## src/rtl/auto_scan_pkg.sv

```systemverilog
package auto_scan_pkg;

    localparam int FRAME_W = 16;
    localparam int RES_W   = 12;
    localparam int TAG_W   = FRAME_W - RES_W;
    localparam int CH_W    = 4;
    localparam int GPIO_W  = 4;
    localparam int CNT_W   = $clog2(FRAME_W + 1);

    localparam logic [3:0] OP_HOLD = 4'b0001;
    localparam logic [3:0] OP_AUTO = 4'b0011;
    localparam logic [3:0] OP_LAST = 4'b1001;

    localparam int B_LOAD    = 11;
    localparam int B_RESTART = 10;
    localparam int B_LAST_HI = 9;
    localparam int B_LAST_LO = 6;
    localparam int B_RANGE   = 6;
    localparam int B_PDN     = 5;
    localparam int B_TAGSEL  = 4;

    typedef logic [CH_W-1:0]    chan_t;
    typedef logic [GPIO_W-1:0]  gpio_t;
    typedef logic [FRAME_W-1:0] word_t;
    typedef logic [RES_W-1:0]   res_t;

    typedef enum logic {MODE_HOLD = 1'b0, MODE_AUTO = 1'b1} scan_mode_t;

    typedef enum logic [1:0] {
        CMD_NONE = 2'd0,
        CMD_HOLD = 2'd1,
        CMD_AUTO = 2'd2,
        CMD_LAST = 2'd3
    } cmd_kind_t;

    typedef struct packed {
        cmd_kind_t kind;
        logic      load_cfg;
        logic      restart_req;
        logic      rng;
        logic      pdn;
        logic      tag_gpio;
        gpio_t     gpio_val;
        chan_t     last_ch;
    } cmd_t;

    function automatic chan_t next_channel(input chan_t cur, input chan_t last);
        if (cur >= last) return '0;
        return cur + chan_t'(1);
    endfunction

endpackage

```

## src/rtl/scan_frame_io.sv

```systemverilog
module scan_frame_io
    import auto_scan_pkg::*;
(
    input  logic  clk,
    input  logic  rst,
    input  logic  cs_n,
    input  logic  bit_stb,
    input  logic  sdi,
    input  word_t load_word,
    output logic  sdo,
    output logic  frame_done,
    output logic  full_stb,
    output word_t cmd_word
);

    logic             cs_q;
    logic [CNT_W-1:0] cnt_q;
    word_t            in_sr;
    word_t            out_sr;
    logic             full_q;
    logic             start, stop, take;

    assign start = cs_q & ~cs_n;
    assign stop  = ~cs_q & cs_n;
    assign take  = ~cs_n & ~start & bit_stb & (cnt_q < CNT_W'(FRAME_W));

    always_ff @(posedge clk) begin
        if (rst) begin
            cs_q   <= 1'b1;
            cnt_q  <= '0;
            in_sr  <= '0;
            out_sr <= '0;
            full_q <= 1'b0;
        end else begin
            cs_q   <= cs_n;
            full_q <= take & (cnt_q == CNT_W'(FRAME_W - 1));
            if (start) begin
                cnt_q  <= '0;
                out_sr <= load_word;
            end else if (take) begin
                cnt_q  <= cnt_q + CNT_W'(1);
                in_sr  <= {in_sr[FRAME_W-2:0], sdi};
                out_sr <= {out_sr[FRAME_W-2:0], 1'b0};
            end
        end
    end

    assign sdo        = out_sr[FRAME_W-1];
    assign frame_done = stop & (cnt_q == CNT_W'(FRAME_W));
    assign full_stb   = full_q;
    assign cmd_word   = in_sr;

endmodule

```

## src/rtl/scan_cmd_decode.sv

```systemverilog
module scan_cmd_decode
    import auto_scan_pkg::*;
(
    input  word_t word,
    output cmd_t  cmd
);

    always_comb begin
        unique case (word[FRAME_W-1:FRAME_W-4])
            OP_HOLD: cmd.kind = CMD_HOLD;
            OP_AUTO: cmd.kind = CMD_AUTO;
            OP_LAST: cmd.kind = CMD_LAST;
            default: cmd.kind = CMD_NONE;
        endcase
        cmd.load_cfg    = word[B_LOAD];
        cmd.restart_req = word[B_LOAD] & word[B_RESTART];
        cmd.rng         = word[B_RANGE];
        cmd.pdn         = word[B_PDN];
        cmd.tag_gpio    = word[B_TAGSEL];
        cmd.gpio_val    = word[GPIO_W-1:0];
        cmd.last_ch     = word[B_LAST_HI:B_LAST_LO];
    end

endmodule

```

## src/rtl/scan_ctrl.sv

```systemverilog
module scan_ctrl
    import auto_scan_pkg::*;
(
    input  logic  clk,
    input  logic  rst,
    input  logic  frame_done,
    input  logic  full_stb,
    input  cmd_t  cmd,
    input  gpio_t gpio_dir,
    output chan_t mux_addr,
    output chan_t data_chan,
    output chan_t last_ch,
    output logic  mode_auto,
    output logic  range_dbl,
    output logic  power_down,
    output logic  tag_gpio,
    output gpio_t gpio_out
);

    scan_mode_t mode_q, mode_d;
    chan_t      mux_q, mux_d, last_q, last_d, data_q, adv;
    logic       rng_q, pd_q, tag_q;
    gpio_t      gpio_q, gpio_d;
    logic       cfg_we;

    always_comb begin
        adv    = next_channel(mux_q, last_q);
        mux_d  = mux_q;
        mode_d = mode_q;
        last_d = last_q;
        unique case (cmd.kind)
            CMD_AUTO: begin
                mode_d = MODE_AUTO;
                mux_d  = (mode_q != MODE_AUTO || cmd.restart_req) ? '0 : adv;
            end
            CMD_HOLD: begin
                mode_d = MODE_HOLD;
                mux_d  = cmd.restart_req ? '0 : mux_q;
            end
            CMD_LAST: begin
                last_d = cmd.last_ch;
                mux_d  = (mode_q == MODE_AUTO) ? '0 : mux_q;
            end
            default: mux_d = (mode_q == MODE_AUTO) ? adv : mux_q;
        endcase
        cfg_we = cmd.load_cfg & ((cmd.kind == CMD_AUTO) | (cmd.kind == CMD_HOLD));
        gpio_d = (gpio_q & ~gpio_dir) | (cmd.gpio_val & gpio_dir);
    end

    always_ff @(posedge clk) begin
        if (rst) begin
            mode_q <= MODE_HOLD;
            mux_q  <= '0;
            last_q <= '0;
            data_q <= '0;
            rng_q  <= 1'b0;
            pd_q   <= 1'b0;
            tag_q  <= 1'b0;
            gpio_q <= '0;
        end else begin
            if (frame_done) begin
                mode_q <= mode_d;
                mux_q  <= mux_d;
                last_q <= last_d;
                data_q <= mux_q;
                if (cfg_we) begin
                    rng_q  <= cmd.rng;
                    tag_q  <= cmd.tag_gpio;
                    gpio_q <= gpio_d;
                end
            end
            if (full_stb && cfg_we) pd_q <= cmd.pdn;
        end
    end

    assign mux_addr   = mux_q;
    assign data_chan  = data_q;
    assign last_ch    = last_q;
    assign mode_auto  = (mode_q == MODE_AUTO);
    assign range_dbl  = rng_q;
    assign power_down = pd_q;
    assign tag_gpio   = tag_q;
    assign gpio_out   = gpio_q;

endmodule

```

## src/rtl/scan_word_fmt.sv

```systemverilog
module scan_word_fmt
    import auto_scan_pkg::*;
(
    input  chan_t data_chan,
    input  logic  tag_gpio,
    input  gpio_t gpio_dir,
    input  gpio_t gpio_out,
    input  gpio_t gpio_in,
    input  res_t  result,
    output word_t word
);

    gpio_t view;
    logic [TAG_W-1:0] tag;

    assign view = (gpio_out & gpio_dir) | (gpio_in & ~gpio_dir);
    assign tag  = tag_gpio ? view : data_chan;
    assign word = {tag, result};

endmodule

```

## src/rtl/auto_scan_seq.sv

```systemverilog
module auto_scan_seq
    import auto_scan_pkg::*;
(
    input  logic        clk,
    input  logic        rst,
    input  logic        cs_n,
    input  logic        sclk_fall,
    input  logic        sdi,
    output logic        sdo,
    input  logic [11:0] conv_result,
    input  logic [3:0]  gpio_dir,
    input  logic [3:0]  gpio_in,
    output logic [3:0]  mux_sel,
    output logic        range_dbl,
    output logic        power_down,
    output logic [3:0]  gpio_out
);

    word_t load_word, cmd_word;
    logic  frame_done, full_stb, mode_auto, tag_gpio;
    cmd_t  cmd;
    chan_t data_chan, last_ch;

    scan_frame_io u_io (
        .clk        (clk),
        .rst        (rst),
        .cs_n       (cs_n),
        .bit_stb    (sclk_fall),
        .sdi        (sdi),
        .load_word  (load_word),
        .sdo        (sdo),
        .frame_done (frame_done),
        .full_stb   (full_stb),
        .cmd_word   (cmd_word)
    );

    scan_cmd_decode u_dec (
        .word (cmd_word),
        .cmd  (cmd)
    );

    scan_ctrl u_ctrl (
        .clk        (clk),
        .rst        (rst),
        .frame_done (frame_done),
        .full_stb   (full_stb),
        .cmd        (cmd),
        .gpio_dir   (gpio_dir),
        .mux_addr   (mux_sel),
        .data_chan  (data_chan),
        .last_ch    (last_ch),
        .mode_auto  (mode_auto),
        .range_dbl  (range_dbl),
        .power_down (power_down),
        .tag_gpio   (tag_gpio),
        .gpio_out   (gpio_out)
    );

    scan_word_fmt u_fmt (
        .data_chan (data_chan),
        .tag_gpio  (tag_gpio),
        .gpio_dir  (gpio_dir),
        .gpio_out  (gpio_out),
        .gpio_in   (gpio_in),
        .result    (conv_result),
        .word      (load_word)
    );

endmodule

```

## config.mk

```make
export PLATFORM = sky130hd
export DESIGN_NAME = auto_scan_seq
export DESIGN_NICKNAME = d
export VERILOG_FILES = /design/src/rtl/auto_scan_pkg.sv /design/src/rtl/scan_frame_io.sv /design/src/rtl/scan_cmd_decode.sv /design/src/rtl/scan_ctrl.sv /design/src/rtl/scan_word_fmt.sv /design/src/rtl/auto_scan_seq.sv
export SDC_FILE = /design/constraint.sdc
export NUM_CORES = 1
export LEC_CHECK = 0
export BUFFER_PORTS_ARGS = -buffer_cell sky130_fd_sc_hd__buf_2
export CORE_ASPECT_RATIO = 1.5
export CORE_MARGIN = 2
export CORE_UTILIZATION = 50
export DETAILED_ROUTE_END_ITERATION = 10
export GPL_TIMING_DRIVEN = 1
export MAX_ROUTING_LAYER = met4
export PLACE_DENSITY = 0.71
export SETUP_SLACK_MARGIN = 0.1
export SLEW_MARGIN = 20
export SYNTH_ARGS = -nofsm -noshare
export SYNTH_HDL_FRONTEND = slang
export SYNTH_SLANG_ARGS = --single-unit
```

## constraint.sdc

```tcl
create_clock -name clk -period 2.4 [get_ports clk]
set_input_delay 0.24 -clock clk [delete_from_list [all_inputs] [get_ports clk]]
set_output_delay 0.24 -clock clk [all_outputs]
set_load 0.01 [all_outputs]
```

==> out/qor.yml <==
outcome: "finished, final reports clean"
grt.total_usage: 0.1991
start_kind: "flop"
die_area_um2: 5908
synth_ff_type: "dfxtp_1"
cts_resized: 0
hp-class: "input pin to flop"
fin_crit_ns: 1.962
use_met3: 0.04332
power.density_nw_per_um2: 710.1
design.core.area_um2: 5125
skew_ns: 0.006922
tns_ns: 0
grt_max_degree: 32
synth_cell_types: 39
p_leak_uw: 0.001257
synth_common_cells: "nand2_1 (64), dfxtp_1 (59), a21oi_1 (38), nor2_1 (23)"
cts_buffers: 9
fin_nets: 383
maxSlewViolCount: 0
min_from: "sdi"
syn_nets: 351
crit_fanout: 7
cts-htree-levels: 3
ant_nets: 0
route.detailed.drc: 0
clk_latency_ns: 0.33
fin_cells: 419
clk_path_buf_depth: 2
yosysWarnings: 0
fin_crit_sh: 0.8174
placed_area_um2: 2864
syn_area_um2: 2649
maxSlewHeadroom: 0.5047
setup_viol: 0
gp_congestion: 0.8141
num_io_pins: 36
layout-drive-gt1-share: 0.1738
avgSynthCellArea_um2: 8.436
hold_viol_final: 0
crit_slowest_cell: "nor2b_1"
maxCapViolCount: 0
r2r_start: "u_io.cmd_word[13]"
peakVddDrop_uv: 605.1
synth.most_common_cell: "nand2_1"
grt_first_pass_wirelength_um: 9094
cts_tree: "yes"
grt_pass1_vias: 2053
cp_cell_sequence: "xor2_1 > nand2b_1 > ha_1 > nor2b_1 > nand3_1 > mux2i_1 > nor2_1"
cts_root_buf: "clkbuf_8"
post-place-ws_ns: 0.4553
grt_overflow: 0
synth_edf_count: 0
slowest_delay_ns: 0.43
busiest_layer: "met2"
via_per_inst: 5.279
use_met1: 0.2291
cts_sinks: 59
synth_cells: 314
tightestPinTransition_ns: 0.7429
diodes: 0
cts_hold_buf: 0
layout_setup_ws_ns: 0.4382
antenna_found_initial: 0
crit_type: "flop to flop"
yosys-top-cells-area: "dfxtp_1 (45%), nand2_1 (9.1%), a21oi_1 (7.2%), ha_1 (5.7%), mux2i_1 (5.3%)"
die_h_um: 93.14
synth-seq-cells: 59
ff2ff_path_depth: 7
yosys.area.top_type: "dfxtp_1"
portBuffers: 35
yosysSeqAreaShare: 0.4459
area_delta_synth_final_pct: 17.24
post_cts_buffers: 0
cpLargestDelayFamily: "simple AND/OR/NAND/NOR gates"
chipWidth_um: 63.43
arrival_ns: 2.17
design_area_um2: 3105
row_count: 32
whs_path_depth: 3
async_flop_share: 0
start_util: 0.5168
vias: 2212
rsz0062_at_grt: "false"
placed_cells: 403
firstDrtPassIters: 4
required_ns: 2.61
cp-end-kind: "flop"
grt_use_met2: 0.3325
wirelength_um: 5360
r2r-end: "u_ctrl.range_dbl"
r2r_slack_ns: 0.44
crit_buf_inv: 0
whs_endpoint: "u_io.cmd_word[0]"
wl_per_cell_um: 12.79
drtIter0Drc: 119
dp_hpwl_um: 3816
netlist.area_leader.share: 0.4459
clkTransAtPathRegs_ns: 0.07
fmax_mhz: 509.7
==> cells by family (layout without fill, tap and decap cells) <==
kind of cell             after synthesis  in the layout  synth area share
adder cells (fa/ha/maj)               12             12           0.05668
flip-flops                            59             59            0.4459
AND/OR/NAND/NOR                      125            125            0.2192
buffers and inverters                 33             70           0.05432
AO/OA/AOI/OAI                         67             67            0.1578
multiplexers                          14             14           0.05290
XOR/XNOR                               4              4           0.01323
==> cell usage in the layout, fill, tap and decap left out, types with 2 or more instances in the layout <==
cell type   n
nand2_1    64
dfxtp_1    59
a21oi_1    38
buf_2      35
nor2_1     23
inv_1      14
mux2i_1    14
ha_1       12
a22oi_1    11
nand3_1    10
clkbuf_8   10
nand4_1     6
nand2b_1    5
buf_4       5
nor3_1      4
a311oi_1    4
xor2_1      3
and3_1      3
bufinv_16   3
o21ai_1     2
nor2b_1     2
a211oi_1    2
a41oi_1     2
o22ai_1     2
clkinv_2    2
==> flip-flops by register name, indices dropped and copies added, names as in the netlist, named ones only <==
name / count
u_ctrl.mode_auto: 1
u_io.cmd_word: 16
u_ctrl.tag_gpio: 1
u_ctrl.range_dbl: 1
u_ctrl.last_ch: 4
u_ctrl.power_down: 1
u_io.cs_q: 1
u_io.out_sr: 16
u_ctrl.mux_addr: 4
u_io.cnt_q: 5
u_ctrl.data_chan: 4
u_io.full_stb: 1
==> report_power, final <==
| group | leakage, µW | switching [µW] | internal (µW) |
|---|---|---|---|
| combinational | 0.000656 | 59.4 | 40.9 |
| sequential | 0.000478 | 9.47 | 997 |
| clock | 0.000123 | 384 | 715 |
| total | 0.00126 | 453 | 1750 |
==> how the worst max path moves through the flow <==
stage,startpoint,end,slack [ns],cells after the start
2_1_floorplan,u_io.cmd_word[14],u_ctrl.mux_addr[2],0.59,7
3_3_place_gp,u_io.cmd_word[14],u_ctrl.mux_addr[3],0.52,7
3_5_place_dp,u_io.cmd_word[14],u_ctrl.tag_gpio,0.46,7
4_1_cts,u_io.cmd_word[14],u_ctrl.tag_gpio,0.45,7
5_1_grt,u_io.cmd_word[13],u_ctrl.tag_gpio,0.28,7
6_report,u_io.cmd_word[13],u_ctrl.range_dbl,0.44,7
==> worst reg2reg max path: stages (launching register included) <==
cell	delay [ns]
dfxtp_1	0.38
xor2_1	0.15
nand2b_1	0.11
ha_1	0.32
nor2b_1	0.43
nand3_1	0.22
mux2i_1	0.18
nor2_1	0.06
==> routing by layer <==
| metal | part of all wire | vias to the layer above |
|---|---|---|
| li1 | - | 1150 |
| met1 | 0.46 | 1019 |
| met2 | 0.49 | 35 |
| met3 | 0.032 | 8 |
| met4 | 0.017 | 0 |
| met5 | 0 | - |
==> final cells by class <==
type | count | area, µm²
flip-flops and latches | 59 | 1181
clock inverters | 5 | 100.1
inverters | 14 | 52.55
fillers | 503 | 2019
well taps | 68 | 85.08
repair buffers | 40 | 212.7
multi-input cells | 222 | 1333
clock buffers | 11 | 141.4
==> through the flow <==
stage	utilization	hold slack (ns)	power, µW
5_1_grt	0.6060	0.1599	2282
4_1_cts	0.6060	0.1266	2226
6_report	0.6060	0.1429	2205
3_5_place_dp	0.5588	0.4470	1130
2_1_floorplan	-	0.3466	1092
3_3_place_gp	0.5588	0.4447	1129
(Power assumes the default switching activity.)
